`src/rtl/dagu_pkg.sv`:
```
// Package: shared mode encoding for the data address generation unit.
// Assumes a 3-bit mode field from instruction decode.
package dagu_pkg;
    typedef enum logic [2:0] {
        AM_REG  = 3'd0,
        AM_IMM  = 3'd1,
        AM_DIR  = 3'd2,
        AM_IDX  = 3'd3,
        AM_IDXR = 3'd4,
        AM_POST = 3'd5,
        AM_PRE  = 3'd6,
        AM_RSVD = 3'd7
    } amode_e;
endpackage

```
`src/rtl/dagu_idx_pick.sv`:
```
// Module: joins each low/high byte pair into a full index and selects one.
// Assumes NUM_IDX is a power of two so every select value names a pair.
module dagu_idx_pick #(
    parameter int DATA_W  = 8,
    parameter int NUM_IDX = 4,
    localparam int SEL_W  = $clog2(NUM_IDX),
    localparam int IDX_W  = 2 * DATA_W
) (
    input  logic [NUM_IDX*DATA_W-1:0] lo_flat,
    input  logic [NUM_IDX*DATA_W-1:0] hi_flat,
    input  logic [SEL_W-1:0]          sel,
    output logic [IDX_W-1:0]          idx
);
    logic [IDX_W-1:0] pairs [NUM_IDX];

    // Concatenate each high byte above its matching low byte.
    for (genvar g = 0; g < NUM_IDX; g++) begin : g_pair
        assign pairs[g] = {hi_flat[g*DATA_W +: DATA_W], lo_flat[g*DATA_W +: DATA_W]};
    end

    // Select the addressed pair.
    assign idx = pairs[sel];
endmodule

```
`src/rtl/dagu_addr_calc.sv`:
```
// Module: mode-driven address and write-back arithmetic, purely combinational.
// Assumes offsets are unsigned and that sums wrap at the address width.
module dagu_addr_calc
    import dagu_pkg::*;
#(
    parameter int DATA_W = 8,
    localparam int ADDR_W = 2 * DATA_W,
    localparam int EXT_W  = ADDR_W - DATA_W
) (
    input  amode_e             mode,
    input  logic [ADDR_W-1:0]  idx,
    input  logic [DATA_W-1:0]  offset,
    input  logic [DATA_W-1:0]  r3,
    output logic [ADDR_W-1:0]  addr,
    output logic               rd,
    output logic               wb,
    output logic [ADDR_W-1:0]  wb_val
);
    logic [ADDR_W-1:0] off_ext;
    logic [ADDR_W-1:0] r3_ext;
    logic [ADDR_W-1:0] sum_off;
    logic [ADDR_W-1:0] sum_r3;
    logic [ADDR_W-1:0] dif_off;

    // Zero-extend the byte operands to address width.
    assign off_ext = {{EXT_W{1'b0}}, offset};
    assign r3_ext  = {{EXT_W{1'b0}}, r3};

    // Shared adders; results wrap naturally at ADDR_W bits.
    assign sum_off = idx + off_ext;
    assign sum_r3  = idx + r3_ext;
    assign dif_off = idx - off_ext;

    // Pick address, strobe and write-back per mode.
    always_comb begin
        addr   = '0;
        rd     = 1'b0;
        wb     = 1'b0;
        wb_val = '0;
        case (mode)
            AM_DIR: begin
                addr = off_ext;
                rd   = 1'b1;
            end
            AM_IDX: begin
                addr = sum_off;
                rd   = 1'b1;
            end
            AM_IDXR: begin
                addr = sum_r3;
                rd   = 1'b1;
            end
            AM_POST: begin
                addr   = idx;
                rd     = 1'b1;
                wb     = 1'b1;
                wb_val = sum_off;
            end
            AM_PRE: begin
                addr   = dif_off;
                rd     = 1'b1;
                wb     = 1'b1;
                wb_val = dif_off;
            end
            default: begin
                addr   = '0;
                rd     = 1'b0;
                wb     = 1'b0;
                wb_val = '0;
            end
        endcase
    end
endmodule

```
`src/rtl/dagu_out_reg.sv`:
```
// Module: output register stage with synchronous active-low reset.
// Assumes the select is cleared when no write-back is requested.
module dagu_out_reg #(
    parameter int ADDR_W = 16,
    parameter int SEL_W  = 2
) (
    input  logic              clk,
    input  logic              rst_n,
    input  logic [ADDR_W-1:0] addr_d,
    input  logic              rd_d,
    input  logic              wb_d,
    input  logic [SEL_W-1:0]  sel_d,
    input  logic [ADDR_W-1:0] wbv_d,
    output logic [ADDR_W-1:0] addr_q,
    output logic              rd_q,
    output logic              wb_q,
    output logic [SEL_W-1:0]  sel_q,
    output logic [ADDR_W-1:0] wbv_q
);
    // Capture the computed access, or clear everything in reset.
    always_ff @(posedge clk) begin
        if (!rst_n) begin
            addr_q <= '0;
            rd_q   <= 1'b0;
            wb_q   <= 1'b0;
            sel_q  <= '0;
            wbv_q  <= '0;
        end else begin
            addr_q <= addr_d;
            rd_q   <= rd_d;
            wb_q   <= wb_d;
            sel_q  <= wb_d ? sel_d : '0;
            wbv_q  <= wbv_d;
        end
    end
endmodule

```
`src/rtl/dagu_top.sv`:
```
// Module: data address generation unit top. Selects an index pair,
// computes the address for the requested mode and registers the result.
// Assumes one memory operand per instruction and NUM_IDX a power of two.
module dagu_top
    import dagu_pkg::*;
#(
    parameter int DATA_W  = 8,
    parameter int NUM_IDX = 4,
    localparam int SEL_W  = $clog2(NUM_IDX),
    localparam int ADDR_W = 2 * DATA_W
) (
    input  logic                      clk,
    input  logic                      rst_n,
    input  logic [2:0]                mode_i,
    input  logic [SEL_W-1:0]          idx_sel_i,
    input  logic [NUM_IDX*DATA_W-1:0] idx_lo_i,
    input  logic [NUM_IDX*DATA_W-1:0] idx_hi_i,
    input  logic [DATA_W-1:0]         offset_i,
    input  logic [DATA_W-1:0]         r3_i,
    output logic [ADDR_W-1:0]         addr_o,
    output logic                      rd_o,
    output logic                      wb_en_o,
    output logic [SEL_W-1:0]          wb_sel_o,
    output logic [ADDR_W-1:0]         wb_val_o
);
    logic [ADDR_W-1:0] idx_cur;
    logic [ADDR_W-1:0] addr_c;
    logic [ADDR_W-1:0] wbv_c;
    logic              rd_c;
    logic              wb_c;
    amode_e            mode_c;

    // Map the raw mode bits onto the shared encoding.
    assign mode_c = amode_e'(mode_i);

    dagu_idx_pick #(.DATA_W(DATA_W), .NUM_IDX(NUM_IDX)) u_pick (
        .lo_flat (idx_lo_i),
        .hi_flat (idx_hi_i),
        .sel     (idx_sel_i),
        .idx     (idx_cur)
    );

    dagu_addr_calc #(.DATA_W(DATA_W)) u_calc (
        .mode    (mode_c),
        .idx     (idx_cur),
        .offset  (offset_i),
        .r3      (r3_i),
        .addr    (addr_c),
        .rd      (rd_c),
        .wb      (wb_c),
        .wb_val  (wbv_c)
    );

    dagu_out_reg #(.ADDR_W(ADDR_W), .SEL_W(SEL_W)) u_oreg (
        .clk     (clk),
        .rst_n   (rst_n),
        .addr_d  (addr_c),
        .rd_d    (rd_c),
        .wb_d    (wb_c),
        .sel_d   (idx_sel_i),
        .wbv_d   (wbv_c),
        .addr_q  (addr_o),
        .rd_q    (rd_o),
        .wb_q    (wb_en_o),
        .sel_q   (wb_sel_o),
        .wbv_q   (wb_val_o)
    );
endmodule

```
`config.mk`:
```
export PLATFORM = sky130hd
export DESIGN_NAME = dagu_top
export DESIGN_NICKNAME = d
export VERILOG_FILES = /design/src/rtl/dagu_pkg.sv /design/src/rtl/dagu_idx_pick.sv /design/src/rtl/dagu_addr_calc.sv /design/src/rtl/dagu_out_reg.sv /design/src/rtl/dagu_top.sv
export SDC_FILE = /design/constraint.sdc
export NUM_CORES = 1
export LEC_CHECK = 0
export BUFFER_PORTS_ARGS = -buffer_cell sky130_fd_sc_hd__buf_2
export CAP_MARGIN = 20
export CORE_MARGIN = 1
export CORE_UTILIZATION = 50
export DETAILED_ROUTE_END_ITERATION = 12
export PLACE_DENSITY_LB_ADDON = 0.25
export SLEW_MARGIN = 20
export SYNTH_ARGS = -nofsm -noshare
export SYNTH_HDL_FRONTEND = slang
export SYNTH_SLANG_ARGS = --single-unit
```
`constraint.sdc`:
```
create_clock -name clk -period 4.8 [get_ports clk]
set_input_delay 0.72 -clock clk [delete_from_list [all_inputs] [get_ports clk]]
set_output_delay 0.72 -clock clk [all_outputs]
set_load 0.01 [all_outputs]
```
==> results by stage <==
Synth:
- The netlist uses 61 different library cells.
- In the synthesized netlist, the number of instances is 438.
- The number of synthesized flops with an enable pin is 0.
- The share of the synthesized area in compound gates (AO/OA/AOI/OAI) is 0.2756.
- The cell area after technology mapping is 0.003541 sq mm.
- The main combinational cell family by area after synthesis is compound AO/OA/AOI/OAI gates.
- Of the total synthesized cell area, the portion taken by AND, OR, NAND and NOR gates is 0.1781.
- The share of synthesized area occupied by flip-flops and latches is 0.2035.
- The average instance in the mapped netlist occupies 8.084 sq um.
- In the synthesized netlist the dominant register cell turns out to be sky130_fd_sc_hd__dfxtp_1.
- The fraction of synthesized cell area in xor and xnor cells is 0.05689.
- In the synthesized netlist the async set-or-reset flop fraction comes to 0.
- Counting every net in the synthesized netlist gives 555.
- The portion of synthesized area spent on multiplexers is 0.1106.
- Synthesis inferred 36 register bits.
- Of the total synthesized cell area, the portion taken by full adders, half adders and majority gates is 0.1124.
- The Yosys step of the flow raised 0 warnings.

Timing:
- Counting I/O delays and the setup requirement, the final critical path takes 3.819 ns.
- The total negative slack for setup checks is 0 ns.
- Based on the critical path, the design can be clocked at up to 0.2618 GHz.
- Of the available clock period, the critical path in the final layout requires 0.7957.
- In this run the tightest slew margin relative to its limit is 0.3927.
- The number of setup violations in the final report is 0.
- Setup repair after global routing left no endpoint under its margin.
- The final count of pins violating max slew is 0.
- At the pin with the least slew margin, the transition time is 0.9048 ns.
- The number of hold violations in the final report is 0.

Critical path:
- The critical path's largest stage delay is 0.65 ns.
- In this design, the largest share of critical-path delay is due to compound AO/OA/AOI/OAI gates.
- On the critical path, the stage with the largest delay is an instance of sky130_fd_sc_hd__or4b_2.
- Among the stages of the critical path, the cell type that occurs most often is sky130_fd_sc_hd__o21ba_2.
- The critical path contains buffers and inverters numbering 2 combined.
- The critical path goes through buf_2, mux4_2, ha_1, inv_1, fa_1, o21ba_2, o21ba_2, o41ai_1, a21o_1, a22oi_1, or4b_2, nand3_1.
- The kind of start point of the critical path is an input port.
- The type of element capturing the critical path is a register.
- For the worst setup path, the data required time is 5.05 ns.
- The type of the setup path with the least slack is input port to register.
- The maximum fanout encountered on the critical timing path is 17.
- Data on the critical path arrives at its endpoint at 4.07 ns.

Placed design:
- In this run the tool buffered the top-level ports with 122 buffer cells.
- At the end of routability-driven placement, the weighted congestion stood at 0.9631.
- The number of placed instances, taps included is 637.
- The HPWL after detailed placement is 9.236 mm.

Status:
- The run finished with clean final reports.

Cells and area:
- The repair_antennas step left the layout with diodes totalling 0.
- The area growth from synthesis to layout is 21.73%.
- In the final layout, the share of cells above drive strength 1 is 0.2896.
- In the final design database the tool counted 665 nets.
- Fill cells in the final layout number 604.
- Once layout is complete, the cells apart from fillers number 645.

Clocking:
- TritonCTS created 5 clock buffers.
- The CTS root buffer is sky130_fd_sc_hd__clkbuf_8.
- The TritonCTS clock tree is yes.
- After clock tree synthesis, the clock-pin slew on the worst setup and hold paths is 0.08 ns.
- The number of buffers inserted by post-CTS setup repair is 0.
- The number of hold buffers added after cts is 0.
- In this run the deepest clock path goes through 2 buffers.
- The clock net in this run drives a total of 36 sinks.
- CTS built an H-tree with a depth of 2.
- The post-cts sizing count is 0.

Die:
- The total area inside the core boundary comes to 0.006832 sq mm.
- In this run the count of I/O pins placed on the die edge is 123.
- The die covers 0.007423 sq mm.
- The floorplan has 30 rows.
- The die is 86.16 um tall.
- The horizontal die dimension is 86.16 um.
- The starting density of the core is 0.5183.

Global route:
- The total overflow reported by the global router is 0.
- The maximum number of pins on one net before global-route repair is 26.
- The number of antenna violations at the first check in global routing is 0.
- The all-layer global routing usage is 0.3251.
- The first-pass GRT wire length is 18.46 mm.
- The number of global-route vias before repair is 3739.

Routing:
- In the routed design, unresolved DRC markers number 0.
- Dividing the detail-routed wire length by the instance count gives 18.12 um.
- After detailed routing, the total wire length is 11.69 mm.
- The vias after detailed routing is 3937.
- The first routing iteration left 361 violations.
- The remaining antenna violation count after routing is 0.
- After detailed routing, the number of vias per cell comes to 6.104.
- The first detailed-routing pass took 6 iterations.

Min path:
- The tightest min-delay check is of the input port to register type.

Power:
- The leakage power total is 1.979 nW.
- For this design the ratio of total power to cell area is 251.4 mW/mm^2.
- The maximum vdd ir drop is 0.1688 mV.

Job:
- The tool flagged a number of max-cap violations equal to 0.
==> logic make-up after synthesis <==
group | Yosys count
and+or+nand+nor | 126
xor gates and xnor gates | 23
DFF | 36
AOI/OAI and AO/OA | 149
muxes | 19
adders and majority gates | 30
buffers and inverters | 55
==> where the power goes <==
group	internal (W)	switching, W
Sequential	0.000318	0.00000394
Clock	0.000154	0.000122
Combinational	0.000200	0.000285
==> cells in the final DEF, fill, tap and decap left out, types with 6 or more instances in the layout <==
cell,synthesis,final
sky130_fd_sc_hd__dfxtp_1,36,36
sky130_fd_sc_hd__a31oi_1,12,12
sky130_fd_sc_hd__nor2_1,27,27
sky130_fd_sc_hd__nor2b_1,9,9
sky130_fd_sc_hd__xnor2_1,21,21
sky130_fd_sc_hd__nand2_1,36,36
sky130_fd_sc_hd__a21oi_1,34,34
sky130_fd_sc_hd__mux4_2,16,16
sky130_fd_sc_hd__nand3_1,12,12
sky130_fd_sc_hd__a22oi_1,6,6
sky130_fd_sc_hd__o21ai_0,28,28
sky130_fd_sc_hd__a21o_1,10,10
sky130_fd_sc_hd__a211oi_1,7,7
sky130_fd_sc_hd__ha_1,27,27
sky130_fd_sc_hd__inv_1,30,30
sky130_fd_sc_hd__nor3_1,11,11
sky130_fd_sc_hd__o211ai_1,6,6
sky130_fd_sc_hd__buf_2,1,122
sky130_fd_sc_hd__o21a_1,8,8
==> cells in the mapped netlist (6+ instances only) <==
master / number / area [sq um]
sky130_fd_sc_hd__a22oi_1: 6 / 45.04
sky130_fd_sc_hd__a21o_1: 10 / 75.07
sky130_fd_sc_hd__nand2_1: 36 / 135.1
sky130_fd_sc_hd__a31oi_1: 12 / 75.07
sky130_fd_sc_hd__nor2b_1: 9 / 56.30
sky130_fd_sc_hd__mux4_2: 16 / 360.4
sky130_fd_sc_hd__a21oi_1: 34 / 170.2
sky130_fd_sc_hd__a211oi_1: 7 / 52.55
sky130_fd_sc_hd__xnor2_1: 21 / 183.9
sky130_fd_sc_hd__o21a_1: 8 / 60.06
sky130_fd_sc_hd__inv_1: 30 / 112.6
sky130_fd_sc_hd__o211ai_1: 6 / 45.04
sky130_fd_sc_hd__dfxtp_1: 36 / 720.7
sky130_fd_sc_hd__ha_1: 27 / 337.8
sky130_fd_sc_hd__clkbuf_1: 20 / 75.07
sky130_fd_sc_hd__nor2_1: 27 / 101.4
sky130_fd_sc_hd__nand3_1: 12 / 60.06
sky130_fd_sc_hd__o21ai_0: 28 / 140.1
sky130_fd_sc_hd__nor3_1: 11 / 55.05
==> state kept, by name, indices dropped and copies added, names as in the netlist <==
| signal | count |
|---|---|
| u_oreg.addr_q | 16 |
| u_oreg.rd_q | 1 |
| u_oreg.sel_q | 2 |
| u_oreg.wb_q | 1 |
| u_oreg.wbv_q | 16 |
==> final cells by class <==
class                      count  area [sq um]  share of cell area
multi-input combinational    347          2597              0.6026
timing repair buffer         127         648.1              0.1504
sequential                    36         720.7              0.1672
clock inverter                 2         35.03            0.008128
inverter                      31         116.4             0.02700
tap                           96         120.1             0.02787
clock buffer                   6         72.57             0.01684
==> per-layer routing <==
metal  track usage  up-vias  wire length [um]
li1              -     1842                 -
met5             0        -                 0
met1        0.4398     1833              5104
met4        0.1288        0               328
met2        0.5188      231              5276
met3       0.05101       31               980
==> worst paths after layout <==
path	startpoint	end	slack, ns	cells after the start
worst min-delay path	idx_sel_i[0]	u_oreg.sel_q[0]$_SDFF_PN0_	0.76	2
worst max-delay path	idx_sel_i[1]	u_oreg.addr_q[12]$_SDFF_PN0_	0.98	12
==> per-stage QoR <==
stage	hold slack [ns]	total power (W)	area [sq um]	setup slack (ns)	utilization
final	0.7631	0.001083	4310	0.9807	0.6310
after global routing	0.7536	0.001142	4310	0.7567	0.6310
after CTS	0.7483	0.001074	4310	1.021	0.6310
after detailed placement	1.066	0.0008008	4203	0.7053	0.6152
after global placement	1.070	0.0007953	4203	0.7819	0.6152
after floorplan	0.8375	0.0006612	3541	0.7749	-
No activity file was read; power rests on OpenSTA's default activity.
